File: src/rtl/csc_pkg.sv
// Package: shared role encoding and frame geometry for the status combiner.
// Assumes a fixed count of twisted-pair ports, given by each user as a parameter.
package csc_pkg;
    typedef enum logic [1:0] {
        ROLE_SOLO = 2'b00,
        ROLE_UP   = 2'b01,
        ROLE_DOWN = 2'b10,
        ROLE_RSVD = 2'b11
    } role_t;

    // Length of a frame that describes one device.
    function automatic int local_len(input int n_tp);
        return n_tp + 2;
    endfunction

    // Length of the merged frame sent by a downstream device.
    function automatic int merged_len(input int n_tp);
        return 2 * n_tp + 2;
    endfunction
endpackage

File: src/rtl/csc_frame_ctr.sv
// Module: bit-position counter that wraps after a selectable last position.
// Assumes last_i is only changed while reset is held.
module csc_frame_ctr #(
    parameter int POS_W = 4
) (
    input  logic             clk,
    input  logic             rst_n,
    input  logic [POS_W-1:0] last_i,
    output logic [POS_W-1:0] pos_o,
    output logic             wrap_o
);
    logic [POS_W-1:0] pos_q;

    // Step through the bit positions and return to 0 after the last one.
    always_ff @(posedge clk) begin
        if (!rst_n)              pos_q <= '0;
        else if (pos_q >= last_i) pos_q <= '0;
        else                     pos_q <= pos_q + 1'b1;
    end

    assign pos_o  = pos_q;
    assign wrap_o = (pos_q == last_i);


    pos_range_chk: assert property (@(posedge clk) disable iff (!rst_n)
        pos_q <= last_i);

    wrap_to_zero_chk: assert property (@(posedge clk) disable iff (!rst_n)
        (pos_q == last_i) |=> (pos_q == '0));
endmodule

File: src/rtl/csc_cascade_rx.sv
// Module: collects the upstream serial frame bit by bit. Once a frame is
// complete it is kept in a hold register.
// Assumes pos_i and wrap_i come from a counter that is aligned to reset.
module csc_cascade_rx #(
    parameter int NUM_TP = 4,
    parameter int POS_W  = 4
) (
    input  logic                                   clk,
    input  logic                                   rst_n,
    input  logic                                   ser_i,
    input  logic [POS_W-1:0]                       pos_i,
    input  logic                                   wrap_i,
    output logic [csc_pkg::local_len(NUM_TP)-1:0]  hold_o
);
    localparam int LOC_W = csc_pkg::local_len(NUM_TP);

    logic [LOC_W-1:0] shreg_q;
    logic [LOC_W-1:0] hold_q;

    // One capture flop per bit position of the incoming frame.
    for (genvar i = 0; i < LOC_W; i++) begin : g_cap
        always_ff @(posedge clk) begin
            if (!rst_n)                    shreg_q[i] <= 1'b0;
            else if (pos_i == POS_W'(i))   shreg_q[i] <= ser_i;
        end
    end

    // Copy the frame into the hold register as its last bit arrives.
    always_ff @(posedge clk) begin
        if (!rst_n)      hold_q <= '0;
        else if (wrap_i) hold_q <= {ser_i, shreg_q[LOC_W-2:0]};
    end

    assign hold_o = hold_q;


    hold_last_bit_chk: assert property (@(posedge clk) disable iff (!rst_n)
        wrap_i |=> (hold_q[LOC_W-1] == $past(ser_i)));

    hold_steady_chk: assert property (@(posedge clk) disable iff (!rst_n)
        !wrap_i |=> $stable(hold_q));
endmodule

File: src/rtl/csc_status_combiner.sv
// Module: top of the carrier-sense status stream combiner. It captures the
// role during reset, snapshots the port status at each frame start and shifts
// the frame out one bit per clock. A downstream device merges the upstream
// stream into its own frame.
// Assumes both devices of a pair share clk and leave reset on the same edge.
module csc_status_combiner #(
    parameter int NUM_TP = 4
) (
    input  logic              clk,
    input  logic              rst_n,
    input  logic [1:0]        role_cfg_i,
    input  logic              aui_cs_i,
    input  logic              aui_ci_i,
    input  logic [NUM_TP-1:0] tp_cs_i,
    input  logic              casc_i,
    output logic              stat_o
);
    import csc_pkg::*;

    localparam int LOC_W = local_len(NUM_TP);
    localparam int SEC_W = merged_len(NUM_TP);
    localparam int POS_W = $clog2(SEC_W);

    role_t            role_q;
    logic             is_down;
    logic [POS_W-1:0] tx_last;
    logic [POS_W-1:0] tx_pos;
    logic             tx_wrap;
    logic [POS_W-1:0] rx_pos;
    logic             rx_wrap;
    logic [LOC_W-1:0] up_hold;
    logic [SEC_W-1:0] frm_q;
    logic [SEC_W-1:0] frm_d;
    logic             stat_d;

    // Capture the role strap while reset is held, and keep it afterwards.
    always_ff @(posedge clk) begin
        if (!rst_n) role_q <= role_t'(role_cfg_i);
    end

    assign is_down = (role_q == ROLE_DOWN);
    assign tx_last = is_down ? POS_W'(SEC_W - 1) : POS_W'(LOC_W - 1);

    csc_frame_ctr #(.POS_W(POS_W)) u_tx_ctr (
        .clk    (clk),
        .rst_n  (rst_n),
        .last_i (tx_last),
        .pos_o  (tx_pos),
        .wrap_o (tx_wrap)
    );

    csc_frame_ctr #(.POS_W(POS_W)) u_rx_ctr (
        .clk    (clk),
        .rst_n  (rst_n),
        .last_i (POS_W'(LOC_W - 1)),
        .pos_o  (rx_pos),
        .wrap_o (rx_wrap)
    );

    csc_cascade_rx #(.NUM_TP(NUM_TP), .POS_W(POS_W)) u_rx (
        .clk    (clk),
        .rst_n  (rst_n),
        .ser_i  (casc_i),
        .pos_i  (rx_pos),
        .wrap_i (rx_wrap),
        .hold_o (up_hold)
    );

    // Build the next frame snapshot for the current role.
    always_comb begin
        if (is_down)
            frm_d = {up_hold[LOC_W-1:2], tp_cs_i, up_hold[1], up_hold[0]};
        else
            frm_d = {{NUM_TP{1'b0}}, tp_cs_i, aui_cs_i, aui_ci_i};
    end

    // Load the snapshot on the edge that starts bit position 0.
    always_ff @(posedge clk) begin
        if (!rst_n)       frm_q <= '0;
        else if (tx_wrap) frm_q <= frm_d;
    end

    // Pick the frame bit for the current position.
    always_comb begin
        stat_d = 1'b0;
        for (int i = 0; i < SEC_W; i++)
            if (tx_pos == POS_W'(i)) stat_d = frm_q[i];
    end

    assign stat_o = stat_d;


    role_held_chk: assert property (@(posedge clk) disable iff (!rst_n)
        1'b1 |=> $stable(role_q));

    frame_steady_chk: assert property (@(posedge clk) disable iff (!rst_n)
        !tx_wrap |=> $stable(frm_q));

    short_frame_pad_chk: assert property (@(posedge clk) disable iff (!rst_n)
        !is_down |-> (frm_q[SEC_W-1:LOC_W] == '0));

    counters_aligned_chk: assert property (@(posedge clk) disable iff (!rst_n)
        (tx_pos == '0) |-> (rx_pos == '0) || is_down);
endmodule

File: config.mk
export PLATFORM = sky130hd
export DESIGN_NAME = csc_status_combiner
export DESIGN_NICKNAME = d
export VERILOG_FILES = /design/src/rtl/csc_pkg.sv /design/src/rtl/csc_frame_ctr.sv /design/src/rtl/csc_cascade_rx.sv /design/src/rtl/csc_status_combiner.sv
export SDC_FILE = /design/constraint.sdc
export NUM_CORES = 1
export LEC_CHECK = 0
export BUFFER_PORTS_ARGS = -buffer_cell sky130_fd_sc_hd__buf_2
export CORE_AREA = 2 2 58 60
export DETAILED_ROUTE_END_ITERATION = 12
export DIE_AREA = 0 0 60 62
export PLACE_DENSITY = 0.77
export SLEW_MARGIN = 20
export SYNTH_ARGS = -nofsm -noshare
export SYNTH_HDL_FRONTEND = slang
export SYNTH_HIERARCHICAL = 1
export SYNTH_SLANG_ARGS = --single-unit
File: constraint.sdc
create_clock -name clk -period 1.6 [get_ports clk]
set_input_delay 0.16 -clock clk [delete_from_list [all_inputs] [get_ports clk]]
set_output_delay 0.16 -clock clk [all_outputs]
set_load 0.02 [all_outputs]
# Word-level counts from Yosys, hierarchy flattened
# Cells that the tools add are included.
dict set report word_totals {
  output_inout_bits 1
  in_bits 11
  word_cells 47
  reg_bits 31
}
dict set report classes {
  addsub 2
  bitwise 1
  eq_ne 16
  reduce_logical 4
  n_mux 12
  n_lt_le_gt_ge 2
}
# op count
set ops {}
lappend ops {{4-bit by 3-bit == test with 1-bit output, second input constant} 6}
lappend ops {{4-bit by 2-bit == test with 1-bit output, second input constant} 4}
lappend ops {{1-bit two-way mux} 10}
lappend ops {{10-bit two-way mux} 1}
lappend ops {{4-bit by 1-bit adder with 4-bit output, second input constant} 2}
lappend ops {{4-bit by 1-bit == test with 1-bit output, second input constant} 2}
lappend ops {{4-bit == test, second input constant} 2}
lappend ops {{4-bit zero test} 2}
lappend ops {{4-bit == test} 1}
lappend ops {{4-bit by 3-bit >= comparator with 1-bit output, second input constant} 1}
lappend ops {{4-bit >= comparator} 1}
lappend ops {{4-bit two-way mux} 1}
lappend ops {{2-bit OR reduction} 2}
lappend ops {{2-bit == test, second input constant} 1}
lappend ops {{1-bit inverter} 1}

# Depth between registers and ports, before layout
# Gate-level depths: netlist (run 1).
dict set report logic_depth {
  depth_word 11
  mapped_depth 9
  ltp_nobuf 7
}

# Modules after synthesis
# The synthesis (run 1) kept the hierarchy.
# module instances area_per_inst_um2 cells_each seq_area_each_um2
set by_module_without_submodules {}
lappend by_module_without_submodules {csc_status_combiner 1 563.0 58 260.2}
lappend by_module_without_submodules {csc_frame_ctr 2 261.5 25 80.1}
lappend by_module_without_submodules {csc_cascade_rx 1 445.4 41 220.2}

# Worst setup path after synthesis (run 1)
# No wires, ideal clock.
dict set report synth_path {
  path_kind {reg2reg}
  from {register role_q[1]}
  to {register frm_q[2]}
  path_stages_with_launch 10
  slack_ns -0.177
  required_time_ns 1.470
  n_path_buf 2
  t_arrival_ns 1.647
  setup_time_ns 0.130
  synth_period_minus_slack_ns 1.777
  path_cell_list {edfxtp_1 > nor2b_1 > buf_4 > inv_1 > inv_1 > ha_1 > and4_4 > buf_2 > mux2i_1 > nor2_1}
}
dict set report synth_via {
  elab_chain_len 3
}
# item line_no
set synth_rtl {}
lappend synth_rtl {{from (decl)} csc_status_combiner.sv:24} ;# role_t role_q;
lappend synth_rtl {{from (signal assigned)} csc_status_combiner.sv:38} ;# if (!rst_n) role_q <= role_t'(role_cfg_i);
lappend synth_rtl {{2-bit == test} csc_status_combiner.sv:41} ;# assign is_down = (role_q == ROLE_DOWN);
lappend synth_rtl {{net is_down} csc_status_combiner.sv:25} ;# logic is_down;
lappend synth_rtl {{4-bit two-way mux} csc_status_combiner.sv:42} ;# assign tx_last = is_down ? POS_W'(SEC_W - 1) : POS_W'(LOC_W - 1);
lappend synth_rtl {{net tx_last[2]} csc_status_combiner.sv:26} ;# logic [POS_W-1:0] tx_last;
lappend synth_rtl {{4-bit == test} csc_frame_ctr.sv:22} ;# assign wrap_o = (pos_q == last_i);
lappend synth_rtl {{net tx_wrap} csc_status_combiner.sv:28} ;# logic tx_wrap;
lappend synth_rtl {{to (signal assigned)} csc_status_combiner.sv:80} ;# else if (tx_wrap) frm_q <= frm_d;
lappend synth_rtl {{to (decl)} csc_status_combiner.sv:32} ;# logic [SEC_W-1:0] frm_q;
# The timed path passes the listed nets, and every way through them passes these cells.
# A chain may end at the register's enable or synchronous reset.

# Worst setup path after layout (run 1)
dict set report layout_path {
  from {register u_tx_ctr.pos_q[3], in the netlist u_tx_ctr/pos_o[3]}
  to {output stat_o}
}
dict set report layout_via {
  elab_chain_len 11
  word_cells_on_any_way 20
  cone_classes {eq/ne (9); mux (10); reduce/logical (1)}
}
# item line_no
set layout_rtl {}
lappend layout_rtl {{from (decl)} csc_frame_ctr.sv:12} ;# logic [POS_W-1:0] pos_q;
lappend layout_rtl {{from (signal assigned)} csc_frame_ctr.sv:18} ;# else pos_q <= pos_q + 1'b1;
lappend layout_rtl {{4-bit zero test} csc_status_combiner.sv:87} ;# if (tx_pos == POS_W'(i)) stat_d = frm_q[i];
lappend layout_rtl {{1-bit two-way mux (9 in a row)} csc_status_combiner.sv:87}
lappend layout_rtl {{1-bit two-way mux (*)} csc_status_combiner.sv:87}
lappend layout_rtl {{to (decl)} csc_status_combiner.sv:16} ;# output logic stat_o
# Every way passes the cells marked *; elsewhere a longest branch is shown, timed or not.

==> results of run 1 <==
## power by group
part           switching [W]  internal (W)  total [W]  leakage (nW)
clock network       0.000277      0.000306   0.000583        0.0464
registers          0.0000445      0.000833   0.000877         0.256
logic               0.000216      0.000248   0.000464         0.458
## placed cells by master (no fill, tap or decap), drive strengths merged, types with 4 or more instances in the layout
master / instances
nor3: 7
and4: 4
mux2i: 22
nor3b: 4
nand2: 8
nand2b: 5
buf: 24
a21oi: 4
nor2b: 9
clkbuf: 7
dfxtp: 29
nor2: 6
conb: 6
nand3: 6
ha: 10
inv: 10
## logic make-up (layout without fill, tap and decap cells)
group	Yosys count	count (layout)	share of synthesized area, %
AOI/OAI and AO/OA	10	10	4.90
xor gates and xnor gates	4	4	2.29
adders and majority gates	10	10	8.17
buffers and inverters	15	44	4.17
DFF	31	31	41.8
muxes	22	22	14.4
other	2	6	0.490
and+or+nand+nor	55	57	23.8
## worst paths after layout
path | end | slack, ns | cells past startpoint
max | stat_o | -0.11 | 4
min | frm_q[4] | 0.05 | 3
max reg2reg | frm_q[5] | -0.04 | 7
min reg2reg | u_rx/shreg_q[4] | 0.47 | 2
## tightest hold or removal path: stages
cell,delay [ns]
buf_2,0.07
mux2i_1,0.05
nor2_1,0.07
## metrics by stage
step | setup TNS [ns] | cells | utilization [%] | hold WS (ns) | setup slack (ns)
finish | -0.152 | 230 | 61.5 | 0.0512 | -0.108
global route | -0.669 | 230 | 61.5 | 0.0580 | -0.183
CTS | -0.134 | 225 | 58.9 | 0.0432 | -0.134
detailed placement | -1.44 | 212 | 53.8 | 0.341 | -0.145
global placement | -0.253 | 212 | 53.8 | 0.347 | -0.0385
floorplan | -0.191 | 153 | - | 0.259 | -0.0477
## final cells by class
cell class                      count  area (um2)
Clock buffer                        7        76.3
Clock inverter                      1        5.00
Fill cell                         269        1220
Inverter                           10        37.5
Multi-Input combinational cell    109         942
Sequential cell                    31         646
Tap cell                           46        57.6
Timing Repair Buffer               26         191
## routing by layer
metal	GRT usage, %	up-vias
met5	0	-
met4	9.52	0
met3	5.59	5
met2	28.6	11
met1	19.7	540
li1	-	591
## flip-flops by register name, summed over array words and instances, names as in the netlist
| register | cells |
|---|---|
| u_tx_ctr/pos_o | 4 |
| frm_q | 10 |
| u_rx/hold_o | 6 |
| role_q | 2 |
| u_rx/shreg_q | 5 |
| u_rx_ctr/pos_o | 4 |
## repair_timing
action | 4_1_cts | 5_1_grt
endpoints found under the setup margin | 15 | 14
buffers inserted | 2 | 4
resized for setup | 10 | 8
gates cloned | 1 | 1
pin swaps | 2 | 8
hold buffers | 2 | 0
endpoints found under the hold margin | 2 | 0
==> flow_summary.toml, run 1 <==
[run_status]
status = "finished with violations"
violations = "negative setup slack"

[die]
chipWidth_um = 60
die_h_um = 62
rows = 21
boundaryPins = 12
coreArea_mm2 = 0.00318
dieArea_mm2 = 0.00372
start_util_pct = 48.2

[clock_tree]
numCtsBuffers = 5
ctsHtreeMaxLevel = 2
clk_path_buf_depth = 2
clockRootBuffer = "clkbuf_4"
cts.sinks = 31
clk_pin_slew_ns = 0.11
tritoncts = "built"
insertion_delay_ns = 0.34

[logic_synthesis]
syn_area_per_cell_um2 = 10.3
yosysSeqAreaShare_pct = 41.8
yosysTopAreaCell = "dfxtp_1"
synthArstFlopShare_pct = 0
synth-seq-cells = 31
post-synth-top-area-fraction_pct = 37.9
ys_top_cells_by_count = "29 x dfxtp_1, 22 x mux2i_1, 10 x ha_1, 10 x inv_1, 9 x nor2b_1"
yosys-top-cells-area = "dfxtp_1 38%, mux2i_1 14%, ha_1 8.2%"
synth_area_mm2 = 0.00153
synthFlopType = "dfxtp_1"
syn_inst = 149
ys_types = 29
yosysWarnings = 6
synth_most_common_cell = "dfxtp_1"
synth_edf_count = 2

[sta]
rsz0062_at_grt = "true"
setup_viol = 4
hold_viol = 0
skew_ns = 0.00937
fin_crit_sh_pct = 107
fmax_mhz = 586
maxSlewViolCount = 0
period_needed_ns = 1.71
worst_slack_ns = -0.108

[routing]
wl_per_cell_um = 12.7
firstDrtPassIters = 4
met2_length_um = 1490
top_layer_used = "met4"
viasPerCell = 4.99
via_count = 1147
wl_met1_um = 1300
dr_wl_met3_um = 87
drtIter0Drc = 40
drc = 0
antenna_left = 0
routed_wl_um = 2930

[finish]
finalNetCount = 204
synthToLayoutAreaGrowth_pct = 27.7
final_cell_area_mm2 = 0.00196
antenna_cells = 0
drive_above_1_share_pct = 29.9

[place]
dp_hpwl_um = 1970
place_area_mm2 = 0.00171
io_buffers = 11
routabilityCongestion = 0.756

[grt]
grt_pass1_vias = 1064
track_usage_pct = 17.2
grt_pass1_wl_um = 4610
overflow = 0
antenna_found_initial = 0
grt_max_degree = 16

[setup_path]
path_cells = "mux2i_1, nor3b_1, o41a_1, buf_6"
endpoint_kind = "primary output"
critPathMaxFanout = 5
cpMaxStageDelayCell = "o41a_1"
crit_buf_inv = 1
critPathArrivalTime_ns = 1.55
crit_path_max_incr_delay_ns = 0.41
crit_path_start = "u_tx_ctr/pos_o[3]"
r2r_start = "role_q[0]"
cp.required_ns = 1.44
start_kind = "flip-flop"
crit_family = "compound AO/OA/AOI/OAI gates"
crit_type = "reg -> out"

[power_and_ir_drop]
vdd_drop_max_mv = 0.597
leakage_nw = 0.761
power_density_mw_per_mm2 = 984
power.total_w = 0.00192

[worst_hold_path]
min_path_type = "in -> reg"
min_from = "tp_cs_i[2]"

[run]
drv_cap = 0
No activity file was read; power rests on OpenSTA's default activity.
==> run 2: changes to the inputs <==
CORE_AREA = 2 2 65 67   (was 2 2 58 60)
DIE_AREA = 0 0 67 69   (was 0 0 60 62)
PLACE_DENSITY = 0.64   (was 0.77)
==> run 2 against run 1 <==
The run still ends with negative setup slack left. Sequential share of layout area grew 0.47 points. Worst setup slack better by 0.031 ns. Core utilization shrank 12 points. Cell count up 0.43%. Non-clock buffer count is 3 lower. Die area grew 24%. Highest routed layer unchanged.
==> flow_summary.toml, run 2 (synthesized netlist as in run 1, its figures left out) <==
[finish]
final_cells = 231
utilization_pct = 49.4
final_cell_mix = "26 x dfxtp_1, 19 x mux2i_1, 11 x buf_4"
drive_above_1_share_pct = 29.8
finalNetCount = 201
synthToLayoutAreaGrowth_pct = 26.1
largest_reg_flops = 10
final_common_cell = "dfxtp_1"
top_register = "frm_q"
antenna_cells = 0

[setup_path]
critPathArrivalTime_ns = 1.52
start_kind = "flip-flop"
endpoint_kind = "primary output"
crit_type = "reg -> out"
cp.required_ns = 1.44
critPathMaxFanout = 5
reg2reg_slack_ns = 0

[power_and_ir_drop]
p_int_w = 0.00139
power.share.combinational_pct = 24.3
power.total_w = 0.00193
p_clk_share_pct = 30.2
vdd_drop_max_mv = 0.600
leakage_nw = 0.740
switching_share_pct = 28.3
power_switching_w = 0.000547
power_density_mw_per_mm2 = 1000
seqPwrFrac_pct = 45.6

[grt]
overflow = 0
grt_pass1_vias = 1157
antenna_found_initial = 0
grtUsageMet2_pct = 25.6
grt_max_degree = 16
met1_usage_pct = 16.9
grt_pass1_wl_um = 5280
met3_usage_pct = 5.71
busiest_layer = "met2"
track_usage_pct = 15.3

[place]
routabilityCongestion = 0.746
dp_hpwl_um = 2160
post-place-cells = 216
io_buffers = 11

[die]
chipWidth_um = 67
coreArea_mm2 = 0.00391
start_util_pct = 39.1
die_h_um = 69
boundaryPins = 12
dieArea_mm2 = 0.00462
rows = 23

[worst_hold_path]
min_path_type = "in -> reg"

[run_status]
status = "finished with violations"
violations = "negative setup slack"

[sta]
hold_viol = 0
setup_viol = 2
maxSlewViolCount = 0
rsz0062_at_grt = "true"
worst_slack_ns = -0.0767
fmax_mhz = 596
fin_crit_sh_pct = 105
period_needed_ns = 1.68
skew_ns = 0.00619

[clock_tree]
clockRootBuffer = "clkbuf_8"
ctsHtreeMaxLevel = 2
clk_pin_slew_ns = 0.06
cts.sinks = 31
insertion_delay_ns = 0.28
numCtsBuffers = 5
clk_path_buf_depth = 2
postCtsHoldBufs = 0
tritoncts = "built"

[routing]
viasPerCell = 5.08
wl_per_cell_um = 14.6
antenna_left = 0
via_count = 1173
routed_wl_um = 3360
drtIter0Drc = 32
drc = 0
firstDrtPassIters = 3

[run]
drv_cap = 0
-- run 2: cell count changes in the layout (fill, tap and decap cells not counted), moves of 2 or more --
cell	before	now
mux2i_2	0	2
clkbuf_4	5	0
clkbuf_1	0	2
clkbuf_8	1	5
mux2i_1	22	19
dlygate4sd3_1	2	0
-- run 2: final cells by class --
class | instances | area, um2
flip-flops and latches | 31 | 647
clock inverters | 1 | 5.00
inverters | 10 | 37.5
repair buffers | 23 | 155
well taps | 50 | 62.6
multi-input cells | 109 | 948
fillers | 381 | 1980
clock buffers | 7 | 76.3
-- run 2: layer usage --
layer,vias to the layer above,share of wire (%)
met1,562,40
met3,9,3.3
met2,11,54
met4,0,2.1
met5,-,0
li1,591,-
-- run 2: through the flow --
stage,cell area (um2),hold WS [ns],setup TNS [ns],setup slack [ns]
2_1_floorplan,1580,0.259,-0.191,-0.0477
3_3_place_gp,1720,0.349,-0.305,-0.0399
3_5_place_dp,1720,0.339,-1.49,-0.157
4_1_cts,1900,0.0419,-0.0424,-0.0424
5_1_grt,1930,0.0411,-0.286,-0.155
6_report,1930,0.0517,-0.0808,-0.0767
-- run 2: power by group through the flow --
stage          Combinational (W)  Sequential, W  Clock [W]
2_1_floorplan           0.000257       0.000899          0
3_3_place_gp            0.000346       0.000892          0
3_5_place_dp            0.000364       0.000893          0
4_1_cts                 0.000433       0.000880   0.000607
5_1_grt                 0.000512       0.000887   0.000645
6_report                0.000469       0.000882   0.000584
-- run 2: what timing repair did --
| item | in CTS | in global routing |
|---|---|---|
| pin swaps | 5 | 1 |
| setup buffers | 5 | 0 |
| gates cloned | 1 | 1 |
| resized for setup | 15 | 6 |
| endpoints found under the setup margin | 15 | 11 |
-- run 2: worst paths after layout --
| path | from | end | cells past startpoint |
|---|---|---|---|
| worst min register to register | u_rx/shreg_q[4] | u_rx/shreg_q[4] | 2 |
| worst max register to register | role_q[0] | u_tx_ctr/pos_o[0] | 7 |
| worst max-delay path | u_tx_ctr/pos_o[3] | stat_o | 4 |
| worst min-delay path | role_cfg_i[1] | role_q[1] | 1 |
-- run 2: critical path: stages, from the launching register on --
cell	delay (ns)
dfxtp_4	0.38
mux2i_1	0.21
nor3b_1	0.07
o41a_1	0.42
buf_6	0.14
==> run 3: changes to the inputs <==
CORE_AREA = 2 2 63 65   (was 2 2 65 67)
DIE_AREA = 0 0 65 67   (was 0 0 67 69)
SYNTH_HIERARCHICAL = unset   (was 1)
==> run 3 against run 2 <==
Via count down 0.51%. Hold slack better by 0.0035 ns. Die area down 5.8%. Largest power group unchanged. The flow still finishes with violations (negative setup slack). Wire length down 16%. Power down 5.6%. First-iteration DRC count up 31%. Critical path type unchanged. Cell count up 2.2%. Final area down 6.3%.
==> flow_summary.toml, run 3 <==
[run_status]
status = "finished with violations"
violations = "negative setup slack"

[logic_synthesis]
synth-seq-cells = 31
post-synth-top-area-fraction_pct = 41.0
synth_most_common_cell = "nand2_1"
yosysTopAreaCell = "dfxtp_1"
synth_area_mm2 = 0.00142
synth_edf_count = 2
syn_inst = 163
synthArstFlopShare_pct = 0
syn_nets = 186
yosys-top-cells-area = "dfxtp_1 41%, ha_1 11%, nand2_1 8.2%"
syn_area_per_cell_um2 = 8.70
yosysWarnings = 0
synthFlopType = "dfxtp_1"
ys_top_cells_by_count = "31 x nand2_1, 29 x dfxtp_1, 19 x a21oi_1"
yosysSeqAreaShare_pct = 45.2
ys_types = 29

[setup_path]
critPathMaxFanout = 5
endpoint_kind = "primary output"
start_kind = "flip-flop"
crit_path_start = "u_tx_ctr.pos_o[2]"
critPathArrivalTime_ns = 1.56
endpoint = "stat_o"
reg2reg_depth = 7
crit_type = "reg -> out"
r2r_end = "frm_q[7]"
r2r_start = "role_q[0]"
reg2reg_slack_ns = 0.05
cp.required_ns = 1.44

[sta]
fin_crit_sh_pct = 107
period_needed_ns = 1.72
hold_viol = 0
skew_ns = 0.00526
fmax_mhz = 582
setup_viol = 1
tns_ns = -0.118
worst_slack_ns = -0.118
worstMarginPinSlew_ns = 0.468
maxSlewViolCount = 0
rsz0062_at_grt = "true"
relSlewSlack_pct = 68.7

[clock_tree]
clk_path_buf_depth = 2
cts.sinks = 31
clk_pin_slew_ns = 0.06
tritoncts = "built"
postCtsHoldBufs = 0
ctsHtreeMaxLevel = 2
clockRootBuffer = "clkbuf_8"
numCtsBuffers = 5
insertion_delay_ns = 0.28

[routing]
firstDrtPassIters = 4
via_count = 1167
antenna_left = 0
drc = 0
routed_wl_um = 2820
viasPerCell = 4.94
wl_per_cell_um = 11.9
drtIter0Drc = 42

[die]
boundaryPins = 12
dieArea_mm2 = 0.00436
rows = 22
start_util_pct = 39.3
chipWidth_um = 65
coreArea_mm2 = 0.00361
die_h_um = 67

[place]
io_buffers = 11
post-place-cells = 226
routabilityCongestion = 0.762
post-place-ws_ns = -0.0439
dp_hpwl_um = 2010
place_area_mm2 = 0.00158

[finish]
largest_reg_flops = 10
final_cell_mix = "31 x nand2_1, 26 x dfxtp_1, 17 x a21oi_1"
final_common_cell = "nand2_1"
top_register = "frm_q"
finalNetCount = 210
final_cell_area_mm2 = 0.00181
final_cells = 236
synthToLayoutAreaGrowth_pct = 27.7
drive_above_1_share_pct = 27.1
antenna_cells = 0

[worst_hold_path]
min_from = "role_cfg_i[1]"
min_path_type = "in -> reg"

[power_and_ir_drop]
p_int_w = 0.00132
switching_share_pct = 27.7
power_switching_w = 0.000506
vdd_drop_max_mv = 0.694
power_density_mw_per_mm2 = 1010
leakage_nw = 0.695
power.share.combinational_pct = 21.1
seqPwrFrac_pct = 47.5
p_clk_share_pct = 31.4

[grt]
busiest_layer = "met2"
antenna_found_initial = 0
track_usage_pct = 14.7
grt_pass1_vias = 1134
overflow = 0
grt_max_degree = 14
met1_usage_pct = 15.0
met3_usage_pct = 6.42
grt_pass1_wl_um = 4770
grtUsageMet2_pct = 26.0

[run]
drv_cap = 0
## run 3: cell count changes after synthesis, moves of 3 or more
cell,previous run,this run
a21oi_1,4,19
mux2i_1,22,5
nand2_1,8,31
nand2b_1,5,2
nand3_1,6,17
nor2_1,6,11
nor2b_1,9,2
nor3_1,7,0
nor3b_1,4,1
## run 3: kinds of logic after synthesis
logic type,share of synthesized area [%]
fa+ha+maj,10.6
flops,45.2
simple gates,21.0
mux,4.59
compound gates,12.0
xor+xnor,1.85
buf+inv,4.77
## run 3: timing repair
item                       in CTS  in global routing
setup endpoints to repair       5                 11
gates cloned                    0                  1
pin swaps                       4                  3
gates resized for setup        20                 12
setup buffers                   1                  0
## run 3: metal layers
metal  share of wire (%)  up-vias
met5                   0        -
met4                 2.0        0
met3                 4.8        6
met2                  51       20
met1                  42      542
li1                    -      599
## run 3: power groups by stage
stage / clock (W) / sequential [W] / combinational (W)
after global routing: 0.000628 / 0.000874 / 0.000433
after global placement: 0 / 0.000871 / 0.000293
after detailed placement: 0 / 0.000873 / 0.000305
after CTS: 0.000590 / 0.000866 / 0.000363
after floorplan: 0 / 0.000867 / 0.000210
final: 0.000572 / 0.000867 / 0.000386
## run 3: stage by stage
step	hold WS (ns)	power [W]	utilization [%]
3_5_place_dp	0.339	0.00118	43.8
6_report	0.0552	0.00183	50.2
3_3_place_gp	0.350	0.00116	43.8
2_1_floorplan	0.259	0.00108	-
4_1_cts	0.0434	0.00182	48.5
5_1_grt	0.0452	0.00193	50.2
## run 3: how the worst min path moves through the flow
stage                endpoint  slack, ns  cells after the start
detailed placement  role_q[1]       0.34                      1
floorplan           role_q[0]       0.26                      0
finish              role_q[1]       0.06                      1
global route        role_q[1]       0.05                      1
global placement    role_q[1]       0.35                      1
CTS                 role_q[1]       0.04                      1
## run 3: final cells by class
cell class / count / area (um2)
Fill cell: 355 / 1800
Multi-Input combinational cell: 117 / 825
Sequential cell: 31 / 649
Timing Repair Buffer: 24 / 163
Clock buffer: 7 / 76.3
Tap cell: 48 / 60.1
Inverter: 8 / 32.5
Clock inverter: 1 / 5.00
## run 3: worst max-delay path: stages (launching register included)
cell       delay, ns
dfxtp_4         0.38
mux2_4          0.31
a2111oi_4       0.33
o21ai_1         0.10
buf_4           0.16
